<file path="config.mk">
export PLATFORM = sky130hd
export DESIGN_NAME = rgb_unpacker
export DESIGN_NICKNAME = d
export VERILOG_FILES = /design/src/rtl/rgbu_pkg.sv /design/src/rtl/rgbu_fmt_track.sv /design/src/rtl/rgbu_group_asm.sv /design/src/rtl/rgbu_out_stage.sv /design/src/rtl/rgb_unpacker.sv
export SDC_FILE = /design/constraint.sdc
export NUM_CORES = 1
export LEC_CHECK = 0
export BUFFER_PORTS_ARGS = -buffer_cell sky130_fd_sc_hd__buf_4
export CORE_AREA = 2 2 78 95
export CTS_CLUSTER_SIZE = 28
export DETAILED_ROUTE_END_ITERATION = 8
export DIE_AREA = 0 0 80 97
export MAX_ROUTING_LAYER = met4
export SETUP_SLACK_MARGIN = 0.1
export SLEW_MARGIN = 10
export SYNTH_ARGS = -nofsm -noshare
export SYNTH_HDL_FRONTEND = slang
export SYNTH_SLANG_ARGS = --single-unit
</file>
<file path="constraint.sdc">
create_clock -name clk -period 3.4 [get_ports clk]
set_input_delay 0.85 -clock clk [delete_from_list [all_inputs] [get_ports clk]]
set_output_delay 0.85 -clock clk [all_outputs]
set_load 0.05 [all_outputs]
</file>
<file path="src/rtl/rgbu_pkg.sv">
package rgbu_pkg;
  localparam int BYTE_W = 8;
  localparam int HW_W   = 2 * BYTE_W;
  localparam int PIX_W  = 3 * BYTE_W;
  localparam int FMT_W  = 4;
  localparam int PH_W   = 2;

  typedef enum logic [1:0] {
    UM_NONE = 2'd0,
    UM_565  = 2'd1,
    UM_3B   = 2'd2,
    UM_4B   = 2'd3
  } unpack_mode_e;

  function automatic unpack_mode_e fmt_to_mode(input logic [FMT_W-1:0] code);
    unpack_mode_e m;
    case (code)
      4'd1:       m = UM_565;
      4'd2, 4'd3: m = UM_3B;
      4'd6, 4'd7: m = UM_4B;
      default:    m = UM_NONE;
    endcase
    return m;
  endfunction

  function automatic logic [PIX_W-1:0] widen_565(input logic [HW_W-1:0] h);
    logic [BYTE_W-1:0] r, g, b;
    r = {h[15:11], 3'b000};
    g = {h[10:5], 2'b00};
    b = {h[4:0], 3'b000};
    return {r, g, b};
  endfunction
endpackage

</file>
<file path="src/rtl/rgbu_fmt_track.sv">
module rgbu_fmt_track
  import rgbu_pkg::*;
#(
  parameter logic [FMT_W-1:0] RESET_FMT = 4'd3
) (
  input  logic             clk,
  input  logic             rst_n,
  input  logic [FMT_W-1:0] code_in,
  output unpack_mode_e     mode,
  output logic             code_moved,
  output logic             bad_code
);
  logic [FMT_W-1:0] code_q;

  always_ff @(posedge clk) begin
    if (!rst_n) code_q <= RESET_FMT;
    else        code_q <= code_in;
  end

  always_comb begin
    mode       = fmt_to_mode(code_q);
    code_moved = (code_in != code_q);
    bad_code   = (mode == UM_NONE);
  end
endmodule

</file>
<file path="src/rtl/rgbu_group_asm.sv">
module rgbu_group_asm
  import rgbu_pkg::*;
(
  input  logic              clk,
  input  logic              rst_n,
  input  logic              restart,
  input  logic              take,
  input  logic [HW_W-1:0]   hw,
  input  unpack_mode_e      mode,
  output logic              pix_fire,
  output logic [PIX_W-1:0]  pix
);
  logic [PH_W-1:0]   phase, phase_nxt;
  logic [HW_W-1:0]   first_hw;
  logic [BYTE_W-1:0] spare_byte;

  always_comb begin
    pix_fire  = 1'b0;
    pix       = '0;
    phase_nxt = phase;
    case (mode)
      UM_565: begin
        pix_fire  = take;
        pix       = widen_565(hw);
        phase_nxt = '0;
      end
      UM_3B: begin
        case (phase)
          2'd0: phase_nxt = 2'd1;
          2'd1: begin
            pix_fire  = take;
            pix       = {first_hw[15:8], first_hw[7:0], hw[15:8]};
            phase_nxt = 2'd2;
          end
          default: begin
            pix_fire  = take;
            pix       = {spare_byte, hw[15:8], hw[7:0]};
            phase_nxt = 2'd0;
          end
        endcase
      end
      UM_4B: begin
        if (phase == 2'd0) begin
          phase_nxt = 2'd1;
        end else begin
          pix_fire  = take;
          pix       = {first_hw[7:0], hw[15:8], hw[7:0]};
          phase_nxt = 2'd0;
        end
      end
      default: phase_nxt = '0;
    endcase
  end

  always_ff @(posedge clk) begin
    if (!rst_n || restart) begin
      phase <= '0;
    end else if (take) begin
      phase <= phase_nxt;
    end
  end

  always_ff @(posedge clk) begin
    if (!rst_n) begin
      first_hw   <= '0;
      spare_byte <= '0;
    end else if (take) begin
      if (phase == 2'd0) first_hw <= hw;
      if (phase == 2'd1) spare_byte <= hw[7:0];
    end
  end
endmodule

</file>
<file path="src/rtl/rgbu_out_stage.sv">
module rgbu_out_stage
  import rgbu_pkg::*;
(
  input  logic             clk,
  input  logic             rst_n,
  input  logic             load,
  input  logic [PIX_W-1:0] load_pix,
  input  logic             sink_ready,
  output logic             can_accept,
  output logic             valid_q,
  output logic [PIX_W-1:0] pix_q
);
  assign can_accept = !valid_q || sink_ready;

  always_ff @(posedge clk) begin
    if (!rst_n) begin
      valid_q <= 1'b0;
      pix_q   <= '0;
    end else if (load) begin
      valid_q <= 1'b1;
      pix_q   <= load_pix;
    end else if (sink_ready) begin
      valid_q <= 1'b0;
    end
  end
endmodule

</file>
<file path="src/rtl/rgb_unpacker.sv">
module rgb_unpacker
  import rgbu_pkg::*;
#(
  parameter logic [FMT_W-1:0] RESET_FMT = 4'd3
) (
  input  logic             clk,
  input  logic             rst_n,
  input  logic [FMT_W-1:0] fmt_code,
  input  logic             in_valid,
  input  logic [HW_W-1:0]  in_data,
  output logic             in_ready,
  output logic             out_valid,
  output logic [PIX_W-1:0] out_pixel,
  input  logic             out_ready,
  output logic             fmt_err
);
  unpack_mode_e     mode;
  logic             code_moved;
  logic             can_accept;
  logic             take;
  logic             pix_fire;
  logic [PIX_W-1:0] pix;

  rgbu_fmt_track #(.RESET_FMT(RESET_FMT)) u_fmt (
    .clk        (clk),
    .rst_n      (rst_n),
    .code_in    (fmt_code),
    .mode       (mode),
    .code_moved (code_moved),
    .bad_code   (fmt_err)
  );

  assign in_ready = !code_moved && can_accept;
  assign take     = in_valid && in_ready;

  rgbu_group_asm u_asm (
    .clk      (clk),
    .rst_n    (rst_n),
    .restart  (code_moved),
    .take     (take),
    .hw       (in_data),
    .mode     (mode),
    .pix_fire (pix_fire),
    .pix      (pix)
  );

  rgbu_out_stage u_out (
    .clk        (clk),
    .rst_n      (rst_n),
    .load       (pix_fire),
    .load_pix   (pix),
    .sink_ready (out_ready),
    .can_accept (can_accept),
    .valid_q    (out_valid),
    .pix_q      (out_pixel)
  );
endmodule

</file>
## Word-level counts from Yosys, hierarchy flattened

Cells that the tools add are included.

| word-level totals | value |
|---|---|
| bits of input ports | 24 |
| word-level logic and storage cells | 42 |
| flip-flop bits (word level) | 55 |
| output and inout port bits | 27 |

| cells by class | value |
|---|---|
| eq/ne operators | 10 |
| muxes and demuxes | 11 |
| reductions and logical operators | 15 |

Operators by type and width:

| operator | count |
|---|---|
| $pmux 24 s3 | 1 |
| $pmux 24 s2 | 1 |
| $mux 24 | 1 |
| $eq 4x2->1 const B | 2 |
| $eq 4x3->1 const B | 2 |
| $pmux 2 s2 | 2 |
| $pmux 2 s3 | 1 |
| $reduce_or 2->1 | 3 |
| $eq 2x1->1 const B | 2 |
| $eq 2x2->1 const B | 2 |
| $eq 4x1->1 const B | 1 |
| $logic_not 2->1 | 2 |
| $mux 1 | 4 |
| $ne 4x4->1 | 1 |
| $reduce_and 2->1 | 2 |
| $logic_not 1->1 | 3 |
| $logic_and 1x1->1 | 2 |
| $logic_or 1x1->1 | 2 |
| $pmux 1 s2 | 1 |
| $reduce_bool 2->1 | 1 |

## Depth between registers and ports, before layout

Gate-level depths: netlist of run 1.

| logic depth | value |
|---|---|
| depth in word-level cells | 7 |
| mapped depth | 8 |

## By module

From an unflattened synthesis of run 1, not the netlist that was laid out.

| second synthesis, totals | value |
|---|---|
| cell total of the unflattened synthesis | 316 |
| area, all modules | 2881.5 µm² |

By module, submodules not included:

| module | area an instance (µm²) | cells each | seq. area each (µm²) | instances |
|---|---|---|---|---|
| rgbu_group_asm | 1709.1 | 214 | 520.5 | 1 |
| rgbu_out_stage | 967.2 | 81 | 500.5 | 1 |
| rgbu_fmt_track | 190.2 | 19 | 80.1 | 1 |
| rgb_unpacker | 15.0 | 2 | 0.0 | 1 |

## Worst setup path before layout of run 1

No wires, ideal clock.

| path | value |
|---|---|
| path type | input to output |
| start | input port fmt_code[2] |
| end | output port in_ready |
| setup slack | 0.596 ns |
| stages | 5 |
| arrival time | 1.954 ns |
| buffers on the path | 2 |
| cell sequence | xnor2_1 -> and4_4 -> buf_6 -> buf_2 -> and2_1 |

| on the way | value |
|---|---|
| longest elaborated chain between the ends | 3 |

Ends and longest elaborated chain:

| what | RTL line | text |
|---|---|---|
| from (decl) | rgb_unpacker.sv:8 | `input logic [FMT_W-1:0] fmt_code,` |
| $ne 4x4->1 | rgbu_fmt_track.sv:22 | `code_moved = (code_in != code_q);` |
| $logic_not 1->1 | rgb_unpacker.sv:33 | `assign in_ready = !code_moved && can_accept;` |
| $logic_and 1x1->1 | rgb_unpacker.sv:33 |  |
| to (decl) | rgb_unpacker.sv:11 | `output logic in_ready,` |

Every way passes these cells.

## Worst setup path in the final report of run 1

| path | value |
|---|---|
| start | register u_fmt.code_q[2] |
| end | output port in_ready |

| on the way | value |
|---|---|
| longest elaborated chain between the ends | 3 |

Ends and longest elaborated chain:

| what | RTL line | text |
|---|---|---|
| from (decl) | rgbu_fmt_track.sv:13 | `logic [FMT_W-1:0] code_q;` |
| from (signal assigned) | rgbu_fmt_track.sv:17 | `else code_q <= code_in;` |
| $ne 4x4->1 | rgbu_fmt_track.sv:22 |  |
| $logic_not 1->1 | rgb_unpacker.sv:33 |  |
| $logic_and 1x1->1 | rgb_unpacker.sv:33 |  |

Every way passes these cells.

==> results of run 1 <==
## registers in the layout, summed over array words and instances, names as in the netlist
signal	cells
u_out.valid_q	1
u_out.pix_q	24
u_asm.phase	2
u_asm.first_hw	16
u_fmt.code_q	4
u_asm.spare_byte	8
## kinds of logic (layout without fill, tap and decap cells)
group | Yosys count | count (layout)
AOI/OAI and AO/OA | 129 | 129
and+or+nand+nor | 65 | 65
DFF | 55 | 55
buffers and inverters | 36 | 69
xor gates and xnor gates | 4 | 4
## routing by layer
| metal | global-route usage, % | up-vias |
|---|---|---|
| li1 | - | 1169 |
| met1 | 27.64 | 1167 |
| met2 | 32.44 | 112 |
| met3 | 2.799 | 12 |
| met4 | 8.214 | 0 |
| met5 | - | - |
## final timing paths
check,startpoint,endpoint,slack [ns],cells past startpoint
worst min-delay path,u_asm.spare_byte[3],u_asm.spare_byte[3],0.48,2
worst max-delay path,u_fmt.code_q[2],in_ready,0.77,4
worst max register to register,u_fmt.code_q[2],u_out.pix_q[22],1.01,5
worst min register to register,u_asm.spare_byte[3],u_asm.spare_byte[3],0.48,2
## area by class of cell
cell class / instances / area (µm²) / share of cell area (%)
well taps: 87 / 108.9 / 3.487
flip-flops and latches: 55 / 1101 / 35.27
repair buffers: 59 / 442.9 / 14.19
clock inverters: 3 / 28.78 / 0.9218
inverters: 2 / 7.507 / 0.2405
multi-input cells: 198 / 1364 / 43.69
clock buffers: 5 / 68.82 / 2.204
## synthesized netlist by cell type, drive strengths merged, types with 2 or more instances
master / count / area share, %
dfxtp: 55 / 42
xnor2: 4 / 1.3
o21ai: 26 / 4.9
nand2b: 4 / 0.94
a211oi: 17 / 7.8
nand4: 3 / 0.71
nand2: 10 / 1.4
and3: 2 / 0.47
clkbuf: 11 / 1.6
a222oi: 16 / 6.0
a311oi: 6 / 2.9
a21oi: 51 / 9.6
buf: 23 / 5.2
nor3b: 3 / 1.0
or4bb: 2 / 0.85
o211a: 2 / 0.76
a22oi: 5 / 1.4
nand3: 28 / 5.3
nor2: 3 / 0.42
inv: 2 / 0.28
o211ai: 3 / 0.85
nand4b: 2 / 0.66
and2: 4 / 1.0
## stage by stage
step                cells  utilization, %  hold slack, ns  instance area (µm²)  total power, W
CTS                   409           46.10          0.4817                 3122        0.001188
global route          409           46.10          0.4972                 3122        0.001228
global placement      401           44.66          0.4575                 3024       0.0008071
detailed placement    401           44.66          0.4674                 3024       0.0008083
floorplan             289               -          0.4490                 2651       0.0007517
finish                409           46.10          0.4816                 3122        0.001179
## cells in the final DEF, fill, tap and decap left out
cell / synthesis / final
buf_4: 0 / 59
dfxtp_1: 55 / 55
a21oi_1: 51 / 51
nand3_1: 28 / 28
o21ai_0: 26 / 26
a211oi_2: 16 / 16
a222oi_1: 16 / 16
nand2_1: 10 / 10
a22oi_1: 5 / 5
clkbuf_8: 0 / 5
nand2b_1: 4 / 4
xnor2_1: 4 / 4
a311oi_2: 4 / 4
and2_1: 3 / 3
nor2_1: 3 / 3
nand4_1: 3 / 3
o211ai_1: 3 / 3
nor3b_1: 2 / 2
and3_1: 2 / 2
a311oi_1: 2 / 2
or4bb_1: 2 / 2
nand4b_1: 2 / 2
o211a_1: 2 / 2
clkinv_4: 0 / 2
inv_1: 2 / 1
nor4b_4: 1 / 1
and4_4: 1 / 1
o21a_1: 1 / 1
o2111a_1: 1 / 1
and2_4: 1 / 1
nor2b_1: 1 / 1
nor3b_2: 1 / 1
clkinv_1: 0 / 1
a211oi_1: 1 / 1
nor4bb_1: 1 / 1
a21o_1: 1 / 1
inv_8: 0 / 1
## power breakdown
part	internal (W)	total (W)	switching [W]	leakage [nW]
logic	0.0000461	0.000134	0.0000879	0.541
clock network	0.000153	0.000384	0.000231	0.0502
registers	0.000652	0.000661	0.00000962	0.444
total	0.000851	0.00118	0.000328	1.04
## worst max-delay path, stage by stage, from the launching register on
cell and delay, ns:
dfxtp_1 0.65, xnor2_1 0.20, and4_4 0.25, and2_1 0.16, buf_4 0.21
==> run_results.csv, run 1 <==
group,metric,value,unit
status,status,"finished, final reports clean",
route,drc_errors,0,
synthesis,synthCells,289,
cts,post_cts_buffers,0,
worst_setup_path,path_class,"flip-flop to primary output",
pwr,p_leak,1.035,nW
placement,place.gp.congestion,0.7817,
cts,cts.repair.resized,0,
timing,finClkSkew,0.009717,ns
route,wl,7.792,mm
route,wl_met2,3.905,mm
layout,nets,345,
route,routed_via_density,6.015,
timing,fin_tns_setup,0,ns
synthesis,async_reset_ff_share,0,%
timing,fin_crit,2.629,ns
synthesis,syn-num-nets,313,
global_routing,grtUsageTotal,20.98,%
timing,slew_viol_final,0,
floorplanning,io_pins,51,
route,route.vias.total,2460,
synthesis,synthFlopType,"dfxtp_1",
layout,antennaDiodeCount,0,
synthesis,synthDistinctLibCells,36,
placement,pre_cts_slack,0.6805,ns
cts,cts.htree.levels,2,
floorplanning,row_count,33,
synthesis,synth_area,2651,µm²
synthesis,muxShareOfSynthArea,0,%
cts,clk_pin_slew_worst_paths,0.10,ns
cts,numCtsBuffers,5,
placement,numPortBuffers,50,
timing,slew_headroom,47.85,%
cts,clkSinkCount,55,
layout,fill_cells,676,
worst_setup_path,cp_max_fo,13,
cts,clk-insertion-delay-late,0.31,ns
cts,cts.path.max_buffers,2,
pwr,ir_worst_vdd,0.1903,mV
synthesis,yosys.area_share.xor_xnor,1.321,%
synthesis,synth_edf_count,0,
layout,drive_gt1_share,28.26,%
synthesis,synth_area_per_cell,9.174,µm²
layout,area_growth,17.74,%
timing,hold_viol_final,0,
floorplanning,die_h,97,µm
cts,cts_root_buf,"clkbuf_8",
global_routing,grt_start_max_net_pins,54,
synthesis,synth_top_family_by_area,"compound AO/OA/AOI/OAI gates",
route,maxUsedRoutingLayer,"met4",
floorplanning,fp.coreArea,6771,µm²
synthesis,synth_fa_ha_area_share,0,%
synthesis,synth-seq-area-share,41.53,%
timing,max_freq,380.4,MHz
floorplanning,initial_utilization,39.15,%
worst_setup_path,end_kind,"primary output",
timing,worstMarginPinSlew,0.7806,ns
worst_setup_path,arrival,1.78,ns
global_routing,grt_pass1_vias,2295,
route,drt-initial-drc-count,287,
global_routing,grt-ovfl-total,0,
pwr,powerDensity,377.8,nW/µm²
worst_hold_path,hold_path.class,"flip-flop to flip-flop",
route,antenna_left,0,
timing,finalSetupViolCount,0,
cts,cts_tree,"built",
route,first_pass_iters,5,
synthesis,synth-compound-area-share,35.35,%
worst_setup_path,required,2.55,ns
floorplanning,die_width,80,µm
global_routing,grt_first_pass_wirelength,12.58,mm
synthesis,yosys.area_share.simple,14.77,%
route,wl_met1,3.165,mm
floorplanning,die-area,7760,µm²
cts,cts_hold_buffers,0,
placement,dp_hpwl,5.161,mm
timing,fin_ws,0.7709,ns
worst_setup_path,start_kind,"flip-flop",
route,wl_per_cell,19.05,µm
route,wl_met3,528,µm
global_routing,antenna_found_initial,0,
synthesis,yosys_warnings,0,
synthesis,synth-seq-cells,55,
timing,period_share,77.33,%
run,maxCapViolCount,0,
timing,grt_setup_unrepaired,"no",
(Power assumes the default switching activity.)
==> inputs of run 2 (changes only) <==
==> constraint.sdc (replaced) <==
create_clock -name clk -period 2.2 [get_ports clk]
set_input_delay 0.55 -clock clk [delete_from_list [all_inputs] [get_ports clk]]
set_output_delay 0.55 -clock clk [all_outputs]
set_load 0.05 [all_outputs]
==> run 2 against run 1 <==
Effect of this change:
- power grew 55%
- first-iteration DRC count rose by 45%
- via count is 3.9% higher
- final area up 5.0%
- combinational power grew 71%
==> run_results.csv, run 2 (synthesis gave the netlist of run 1 again) <==
group,metric,value,unit
status,status,"finished, final reports clean",
timing,fin_tns_setup,0,ns
placement,place.gp.congestion,0.8244,
timing,finClkSkew,0.008533,ns
pwr,ir_worst_vdd,0.3035,mV
timing,period_share,92.42,%
route,first_pass_iters,9,
placement,numPortBuffers,50,
pwr,power,0.001833,W
pwr,p_leak,1.121,nW
layout,area_growth,23.60,%
floorplanning,die_h,97,µm
layout,top_regs,"u_out.pix_q (24), u_asm.first_hw (16), u_asm.spare_byte (8)",
global_routing,grtUsageTotal,21.55,%
layout,largest_reg_flops,24,
route,wl_per_cell,18.79,µm
timing,slew_headroom,59.82,%
layout,antennaDiodeCount,0,
timing,hold_viol_final,0,
worst_setup_path,end_kind,"primary output",
floorplanning,initial_utilization,39.15,%
worst_setup_path,arrival,1.48,ns
pwr,pwr-share-comb,12.5,%
floorplanning,die_width,80,µm
placement,dp_hpwl,5.388,mm
worst_hold_path,hold_path.class,"primary input to flip-flop",
global_routing,grt_start_max_net_pins,49,
floorplanning,row_count,33,
route,routed_via_density,6.103,
layout,top_register,"u_out.pix_q",
pwr,p_int,0.001320,W
layout,drive_gt1_share,32.53,%
pwr,p_sw_share,28.00,%
worst_setup_path,path_class,"flip-flop to primary output",
global_routing,grt_first_pass_wirelength,12.94,mm
global_routing,grt_pass1_vias,2449,
cts,cts.htree.levels,2,
run,maxCapViolCount,0,
timing,grt_setup_unrepaired,"no",
pwr,p_clk_share,31.9,%
global_routing,antenna_found_initial,0,
pwr,powerDensity,559.5,nW/µm²
cts,cts_root_buf,"clkbuf_8",
worst_setup_path,start_kind,"flip-flop",
timing,fin_crit,2.033,ns
timing,slew_viol_final,0,
route,drc_errors,0,
cts,clk_pin_slew_worst_paths,0.11,ns
global_routing,grt-ovfl-total,0,
layout,mostFrequentLayoutCells,"buf_4, dfxtp_1, a21oi_1, nand3_1, o21ai_0",
worst_setup_path,cp_max_fo,7,
layout,nets,355,
worst_setup_path,required,1.65,ns
timing,max_freq,491.8,MHz
floorplanning,io_pins,51,
cts,numCtsBuffers,5,
pwr,seqPwrFrac,55.6,%
route,antenna_left,0,
worst_setup_path,ff2ff_setup_slack,0.35,ns
timing,finalSetupViolCount,0,
layout,final_common_cell,"buf_4",
layout,postLayoutCoreUtil,48.39,%
cts,cts_tree,"built",
cts,clkSinkCount,55,
route,route.vias.total,2557,
timing,worstMarginPinSlew,0.6027,ns
route,wl,7.872,mm
pwr,p_switching,0.0005134,W
floorplanning,die-area,7760,µm²
floorplanning,fp.coreArea,6771,µm²
cts,clk-insertion-delay-late,0.32,ns
cts,cts.path.max_buffers,2,
route,drt-initial-drc-count,417,
==> run 2: changes by cell type in the layout (fill, tap and decap cells not counted), moves of 2 or more <==
cell      before  now
buf_6          0    2
clkinv_2       0    2
buf_4         59   63
buf_12         0    4
xnor2_2        0    3
xnor2_1        4    1
clkinv_4       2    0
dfxtp_1       55   53
==> run 2: area by class of cell <==
| class | instances | area, µm² |
|---|---|---|
| Multi-Input combinational cell | 198 | 1391 |
| Clock inverter | 3 | 18.77 |
| Timing Repair Buffer | 69 | 575.6 |
| Tap cell | 87 | 108.9 |
| Sequential cell | 55 | 1106 |
| Inverter | 2 | 7.507 |
| Clock buffer | 5 | 68.82 |
| Fill cell | 676 | 3495 |
==> run 2: critical path, cell delays in order (launching register included) <==
cell and delay (ns):
dfxtp_4 0.39, xnor2_2 0.19, and4_4 0.28, and2_2 0.16
buf_6 0.15
==> run 2: final timing paths <==
| kind | cells after the start | startpoint | end |
|---|---|---|---|
| max | 4 | u_fmt.code_q[1] | in_ready |
| min | 2 | fmt_code[2] | u_fmt.code_q[2] |
| max reg2reg | 6 | u_fmt.code_q[2] | u_out.pix_q[20] |
| min reg2reg | 2 | u_asm.spare_byte[0] | u_asm.spare_byte[0] |
==> run 2: power by group through the flow <==
| stage | clock, W | sequential (W) | combinational, W |
|---|---|---|---|
| 2_1_floorplan | 0 | 0.00105 | 0.000117 |
| 3_3_place_gp | 0 | 0.00104 | 0.000221 |
| 3_5_place_dp | 0 | 0.00104 | 0.000220 |
| 4_1_cts | 0.000587 | 0.00102 | 0.000223 |
| 5_1_grt | 0.000628 | 0.00102 | 0.000245 |
| 6_report | 0.000584 | 0.00102 | 0.000229 |
==> run 2: repair_timing <==
item | in CTS | in global routing
endpoints found under the hold margin | 0 | 0
gates resized for setup | 3 | 5
setup buffers | 0 | 1
hold buffers | 0 | 0
setup endpoints to repair | 1 | 2
pin swaps | 0 | 1
==> run 2: per-layer routing <==
metal | wire, µm | track usage [%] | up-vias
li1 | - | - | 1196
met1 | 3262 | 28.28 | 1219
met2 | 3860 | 33.85 | 126
met3 | 533 | 2.519 | 16
met4 | 216 | 8.083 | 0
met5 | 0 | - | -
==> run 2: through the flow <==
stage | setup slack, ns | hold slack, ns | instances | instance area, µm²
final | 0.1668 | 0.4485 | 419 | 3277
after global routing | 0.1032 | 0.4531 | 419 | 3277
after CTS | 0.1012 | 0.4503 | 418 | 3244
after detailed placement | 0.1613 | 0.4641 | 410 | 3147
after global placement | 0.1865 | 0.4601 | 410 | 3147
after floorplan | 0.1234 | 0.4490 | 289 | 2656
